<file path="src/rtl/cab_pkg.sv">
package cab_pkg;

    typedef enum logic [1:0] {
        ST_FREE       = 2'd0,
        ST_LEFT_OWNS  = 2'd1,
        ST_RIGHT_OWNS = 2'd2
    } cab_state_t;

    localparam int unsigned PORTS = 2;
    localparam int unsigned PL    = 0;
    localparam int unsigned PR    = 1;

endpackage

</file>
<file path="src/rtl/cab_arrival.sv">
// Remembers last cycle's enable and address of one port so the decider
// can tell a port that was already present from one that just arrived.
module cab_arrival #(
    parameter int unsigned ADDR_W = 11
) (
    input  logic              clk,
    input  logic              rst_n,
    input  logic              en,
    input  logic [ADDR_W-1:0] addr,
    output logic              settled
);

    logic              prev_en_q;
    logic [ADDR_W-1:0] prev_addr_q;

    always_ff @(posedge clk or negedge rst_n) begin
        if (!rst_n) begin
            prev_en_q   <= 1'b0;
            prev_addr_q <= '0;
        end else begin
            prev_en_q   <= en;
            prev_addr_q <= addr;
        end
    end

    always_comb begin
        settled = en && prev_en_q && (addr == prev_addr_q);
    end

endmodule

</file>
<file path="src/rtl/cab_decider.sv">
// Ownership state machine: decides which side wins a same-address collision.
module cab_decider
    import cab_pkg::*;
#(
    parameter int unsigned ADDR_W = 11
) (
    input  logic              clk,
    input  logic              rst_n,
    input  logic              slave_mode,
    input  logic              l_en,
    input  logic [ADDR_W-1:0] l_addr,
    input  logic              l_settled,
    input  logic              r_en,
    input  logic [ADDR_W-1:0] r_addr,
    input  logic              r_settled,
    output logic              l_lost,
    output logic              r_lost
);

    cab_state_t state_q;
    cab_state_t state_d;
    cab_state_t fresh;
    logic       hit;
    logic       hold;

    // State register
    always_ff @(posedge clk or negedge rst_n) begin
        if (!rst_n) begin
            state_q <= ST_FREE;
        end else begin
            state_q <= state_d;
        end
    end

    // Next-state decision
    always_comb begin
        hit  = l_en && r_en && (l_addr == r_addr) && !slave_mode;
        hold = hit && l_settled && r_settled;

        if (!hit) begin
            fresh = ST_FREE;
        end else if (r_settled && !l_settled) begin
            fresh = ST_RIGHT_OWNS;
        end else begin
            fresh = ST_LEFT_OWNS;
        end

        unique case (state_q)
            ST_LEFT_OWNS:  state_d = hold ? ST_LEFT_OWNS  : fresh;
            ST_RIGHT_OWNS: state_d = hold ? ST_RIGHT_OWNS : fresh;
            ST_FREE:       state_d = fresh;
            default:       state_d = ST_FREE;
        endcase
    end

    // Outputs from the decision of this cycle
    always_comb begin
        l_lost = (state_d == ST_RIGHT_OWNS);
        r_lost = (state_d == ST_LEFT_OWNS);
    end

endmodule

</file>
<file path="src/rtl/cab_wgate.sv">
// Per-port busy drive and write strobe gating, selected by mode.
module cab_wgate (
    input  logic slave_mode,
    input  logic en,
    input  logic wr,
    input  logic lost,
    input  logic busy_in_n,
    output logic busy_out_n,
    output logic wr_go
);

    logic blocked;

    always_comb begin
        blocked    = slave_mode ? !busy_in_n : lost;
        busy_out_n = slave_mode ? 1'b1 : !lost;
        wr_go      = en && wr && !blocked;
    end

endmodule

</file>
<file path="src/rtl/cab_busy_arbiter.sv">
module cab_busy_arbiter
    import cab_pkg::*;
#(
    parameter int unsigned ADDR_W = 11
) (
    input  logic              clk,
    input  logic              rst_n,
    input  logic              slave_mode,
    input  logic              l_en,
    input  logic [ADDR_W-1:0] l_addr,
    input  logic              l_wr,
    input  logic              r_en,
    input  logic [ADDR_W-1:0] r_addr,
    input  logic              r_wr,
    input  logic              l_busy_in_n,
    input  logic              r_busy_in_n,
    output logic              l_busy_n,
    output logic              r_busy_n,
    output logic              l_wr_go,
    output logic              r_wr_go
);

    logic              p_en      [PORTS];
    logic [ADDR_W-1:0] p_addr    [PORTS];
    logic              p_wr      [PORTS];
    logic              p_bin_n   [PORTS];
    logic              p_settled [PORTS];
    logic              p_lost    [PORTS];
    logic              p_bout_n  [PORTS];
    logic              p_go      [PORTS];

    always_comb begin
        p_en[PL]    = l_en;
        p_en[PR]    = r_en;
        p_addr[PL]  = l_addr;
        p_addr[PR]  = r_addr;
        p_wr[PL]    = l_wr;
        p_wr[PR]    = r_wr;
        p_bin_n[PL] = l_busy_in_n;
        p_bin_n[PR] = r_busy_in_n;
    end

    for (genvar g = 0; g < PORTS; g++) begin : g_port
        cab_arrival #(.ADDR_W(ADDR_W)) u_arr (
            .clk     (clk),
            .rst_n   (rst_n),
            .en      (p_en[g]),
            .addr    (p_addr[g]),
            .settled (p_settled[g])
        );

        cab_wgate u_gate (
            .slave_mode (slave_mode),
            .en         (p_en[g]),
            .wr         (p_wr[g]),
            .lost       (p_lost[g]),
            .busy_in_n  (p_bin_n[g]),
            .busy_out_n (p_bout_n[g]),
            .wr_go      (p_go[g])
        );
    end

    cab_decider #(.ADDR_W(ADDR_W)) u_dec (
        .clk        (clk),
        .rst_n      (rst_n),
        .slave_mode (slave_mode),
        .l_en       (l_en),
        .l_addr     (l_addr),
        .l_settled  (p_settled[PL]),
        .r_en       (r_en),
        .r_addr     (r_addr),
        .r_settled  (p_settled[PR]),
        .l_lost     (p_lost[PL]),
        .r_lost     (p_lost[PR])
    );

    always_comb begin
        l_busy_n = p_bout_n[PL];
        r_busy_n = p_bout_n[PR];
        l_wr_go  = p_go[PL];
        r_wr_go  = p_go[PR];
    end

endmodule

</file>
<file path="config.mk">
export PLATFORM = sky130hd
export DESIGN_NAME = cab_busy_arbiter
export DESIGN_NICKNAME = d
export VERILOG_FILES = /design/src/rtl/cab_pkg.sv /design/src/rtl/cab_arrival.sv /design/src/rtl/cab_decider.sv /design/src/rtl/cab_wgate.sv /design/src/rtl/cab_busy_arbiter.sv
export SDC_FILE = /design/constraint.sdc
export NUM_CORES = 1
export LEC_CHECK = 0
export BUFFER_PORTS_ARGS = -buffer_cell sky130_fd_sc_hd__buf_2
export CAP_MARGIN = 20
export CORE_UTILIZATION = 40
export DETAILED_ROUTE_END_ITERATION = 16
export HOLD_SLACK_MARGIN = 0.05
export PLACE_DENSITY_LB_ADDON = 0.25
export SYNTH_ARGS = -nofsm -noshare
export SYNTH_HDL_FRONTEND = slang
export SYNTH_SLANG_ARGS = --single-unit
</file>
<file path="constraint.sdc">
create_clock -name clk -period 2.3 [get_ports clk]
set_clock_uncertainty 0.1 [all_clocks]
set_input_delay 0.345 -clock clk [delete_from_list [all_inputs] [get_ports clk]]
set_output_delay 0.345 -clock clk [all_outputs]
set_load 0.02 [all_outputs]
</file>
==> impl_metrics.env <==
export IMPL_status="complete, but fails checks"
export IMPL_violations="setup timing"
export IMPL_p_leak_nw=0.762
export IMPL_synthCells=101
export IMPL_synthAdderAreaFrac=0
export IMPL_maxCapViolCount=0
export IMPL_irDropWorstVdd_mv=0.651
export IMPL_grt_max_degree=27
export IMPL_io_buffers=34
export IMPL_fin_ws_ns=-0.278
export IMPL_clkTransAtPathRegs_ns=0.14
export IMPL_rsz0062_at_grt="yes"
export IMPL_synth_nets=132
export IMPL_synth_compound_area_frac=0.0430
export IMPL_ys_ff_latch=26
export IMPL_fill_cells=250
export IMPL_layout_cells_non_filler=189
export IMPL_fin_area_sq_um=1690
export IMPL_placeableCoreArea_sq_um=2780
export IMPL_synth_mux_area_frac=0
export IMPL_yosysWarnings=0
export IMPL_synthesis_area_sq_um=1190
export IMPL_hold_class="input pin to flop"
export IMPL_finalNetCount=190
export IMPL_dr_pass1_iters=4
export IMPL_post_route_period_util=1.12
export IMPL_yosysMostFrequentCell="dfrtp_1"
export IMPL_wl_mm=2.83
export IMPL_final_util=0.608
export IMPL_grt_pass1_wl_mm=4.49
export IMPL_ys_seq_area_frac=0.545
export IMPL_synth_edff_count=0
export IMPL_dpl_hpwl_mm=2.08
export IMPL_cts_path_max_buffers=2
export IMPL_start_kind="flop"
export IMPL_syn_to_final_growth_pct=41.7
export IMPL_clk_latency_ns=0.32
export IMPL_die_w_microns=56.6
export IMPL_detail_route_wl_per_cell_microns=15.0
export IMPL_grt_usage=0.188
export IMPL_synth_top_family_by_area="XOR/XNOR gates"
export IMPL_arrival_ns=2.13
export IMPL_dp_cells=172
export IMPL_hold_viol=0
export IMPL_h_tree_depth=1
export IMPL_period_needed_ns=2.58
export IMPL_grt_ovfl_total=0
export IMPL_drtIter0Drc=24
export IMPL_max_clock_freq_ghz=0.388
export IMPL_setup_violations_final=4
export IMPL_slew_viol_final=0
export IMPL_diodes=0
export IMPL_synth_top_area_frac=0.545
export IMPL_drive_above_1_share=0.342
export IMPL_grt_pass1_vias=981
export IMPL_async_flop_share=1.00
export IMPL_synthTopCellsByArea="dfrtp_1, xor2_1, nor4_1"
export IMPL_antenna_found_initial=0
export IMPL_worst_setup_path_type="flop to output port"
export IMPL_powerDensity_nw_per_um2=574
export IMPL_place_ws_ns=-0.0854
export IMPL_initial_core_util=0.429
export IMPL_critical_path_max_fanout=3
export IMPL_synth_xor_area_frac=0.242
export IMPL_crit_required_ns=1.86
export IMPL_synthFlopType="dfrtp_1"
export IMPL_die_area_sq_um=3210
export IMPL_die_y_microns=56.6
export IMPL_cts_tree="yes"
export IMPL_routed_via_density=5.16
export IMPL_num_vias=976
export IMPL_cts_root_buf="clkbuf_4"
export IMPL_synthSimpleGateAreaFrac=0.164
export IMPL_numCtsBuffers=3
export IMPL_yosysUniqueCellTypes=21
export IMPL_drc=0
export IMPL_synth_area_per_cell_sq_um=11.8
export IMPL_place_congestion=0.733
export IMPL_dpl_cell_area_sq_um=1450
export IMPL_synthTopCellsByCount="dfrtp_1, xor2_1, nor4_1"
export IMPL_slew_headroom=0.619
export IMPL_ios=35
export IMPL_postRouteAntennaNets=0
export IMPL_num_rows=19
export IMPL_clock_sinks=26
export IMPL_tightest_slew_ns=0.572
export IMPL_cp_end_kind="output port"
export IMPL_synth_top_area_cell="dfrtp_1"
## critical path, cell delays in order, from the launching register on
cell and delay, ns:
dfrtp_1 0.40, xor2_1 0.16, or4_4 0.55, nor3_4 0.25, o2111a_2 0.25, nor2_1 0.05, buf_4 0.16
## cell families (layout without fill, tap and decap cells)
group	Yosys count	after routing
xor+xnor	33	33
simple gates	33	33
flops	26	26
compound gates	7	7
buf+inv	2	59
## layout make-up
class                           count  area [sq um]  area share
Inverter                            2          7.51     0.00444
Timing Repair Buffer               53           357       0.211
Clock buffer                        3          22.5      0.0133
Multi-Input combinational cell     73           586       0.346
Tap cell                           31          38.8      0.0229
Clock inverter                      1          30.0      0.0178
Sequential cell                    26           651       0.385
## worst paths after layout
kind                                                start                        endpoint  slack (ns)  cells past startpoint
max in group asynchronous                           rst_n  g_port[0].u_arr.prev_addr_q[8]        1.30                      2
setup / recovery           g_port[1].u_arr.prev_addr_q[3]                         l_wr_go       -0.28                      6
hold / removal                                  r_addr[6]  g_port[1].u_arr.prev_addr_q[6]        0.07                      1
setup reg to reg           g_port[1].u_arr.prev_addr_q[3]                u_dec.state_q[1]        0.44                      5
min in group asynchronous                           rst_n                u_dec.state_q[0]        0.42                      2
hold reg to reg                          u_dec.state_q[0]                u_dec.state_q[0]        0.61                      2
## per-stage QoR
step	setup TNS [ns]	total power [mW]	hold slack [ns]
2_1_floorplan	0	0.562	-0.0506
3_3_place_gp	-0.190	0.639	0.269
3_5_place_dp	-0.253	0.643	0.271
4_1_cts	-0.949	0.968	0.0505
5_1_grt	-1.20	1.01	0.0507
6_report	-0.883	0.971	0.0683
## cell usage in the layout (no fill, tap or decap)
| cell type | count |
|---|---|
| buf_2 | 30 |
| dfrtp_1 | 26 |
| xor2_1 | 25 |
| nor4_1 | 12 |
| dlygate4sd3_1 | 12 |
| buf_4 | 10 |
| xnor2_1 | 7 |
| nand2_1 | 4 |
| nand3_1 | 4 |
| nand4_1 | 3 |
| clkbuf_4 | 3 |
| nor2_1 | 2 |
| inv_1 | 2 |
| o211ai_1 | 2 |
| or4_4 | 1 |
| xnor2_2 | 1 |
| nor3_4 | 1 |
| a21oi_2 | 1 |
| nand3b_1 | 1 |
| and3_1 | 1 |
| o21a_1 | 1 |
| o2111a_2 | 1 |
| o21ai_1 | 1 |
| or4b_4 | 1 |
| nor4_4 | 1 |
| a211oi_2 | 1 |
| nor3_1 | 1 |
| nor3_2 | 1 |
| bufinv_16 | 1 |
| buf_6 | 1 |
## per-layer routing
metal / track usage / routed length (microns) / up-vias
met2: 0.323 / 1430 / 33
met5: 0 / 0 / -
met4: 0.0383 / 74 / 0
met1: 0.228 / 1180 / 461
li1: - / - / 474
met3: 0.0668 / 146 / 8
## sequential cells by signal, summed over array words and instances (netlist names)
name,count
g_port.u_arr.prev_addr_q,22
g_port.u_arr.prev_en_q,2
u_dec.state_q,2
## power breakdown
| part | total (mW) | leakage, nW | switching [mW] | internal (mW) |
|---|---|---|---|---|
| Sequential | 0.488 | 0.308 | 0.00961 | 0.478 |
| Clock | 0.313 | 0.0279 | 0.137 | 0.176 |
| Combinational | 0.170 | 0.427 | 0.0906 | 0.0797 |
## what timing repair did
action                                  CTS  global route
endpoints found under the setup margin    4             4
hold buffers                              4             8
gates resized for setup                   8             6
pin swaps                                 9             4
endpoints found under the hold margin    29             8
gates cloned                              0             0
buffers inserted                          0             1
Power figures use the tool's default switching activity.
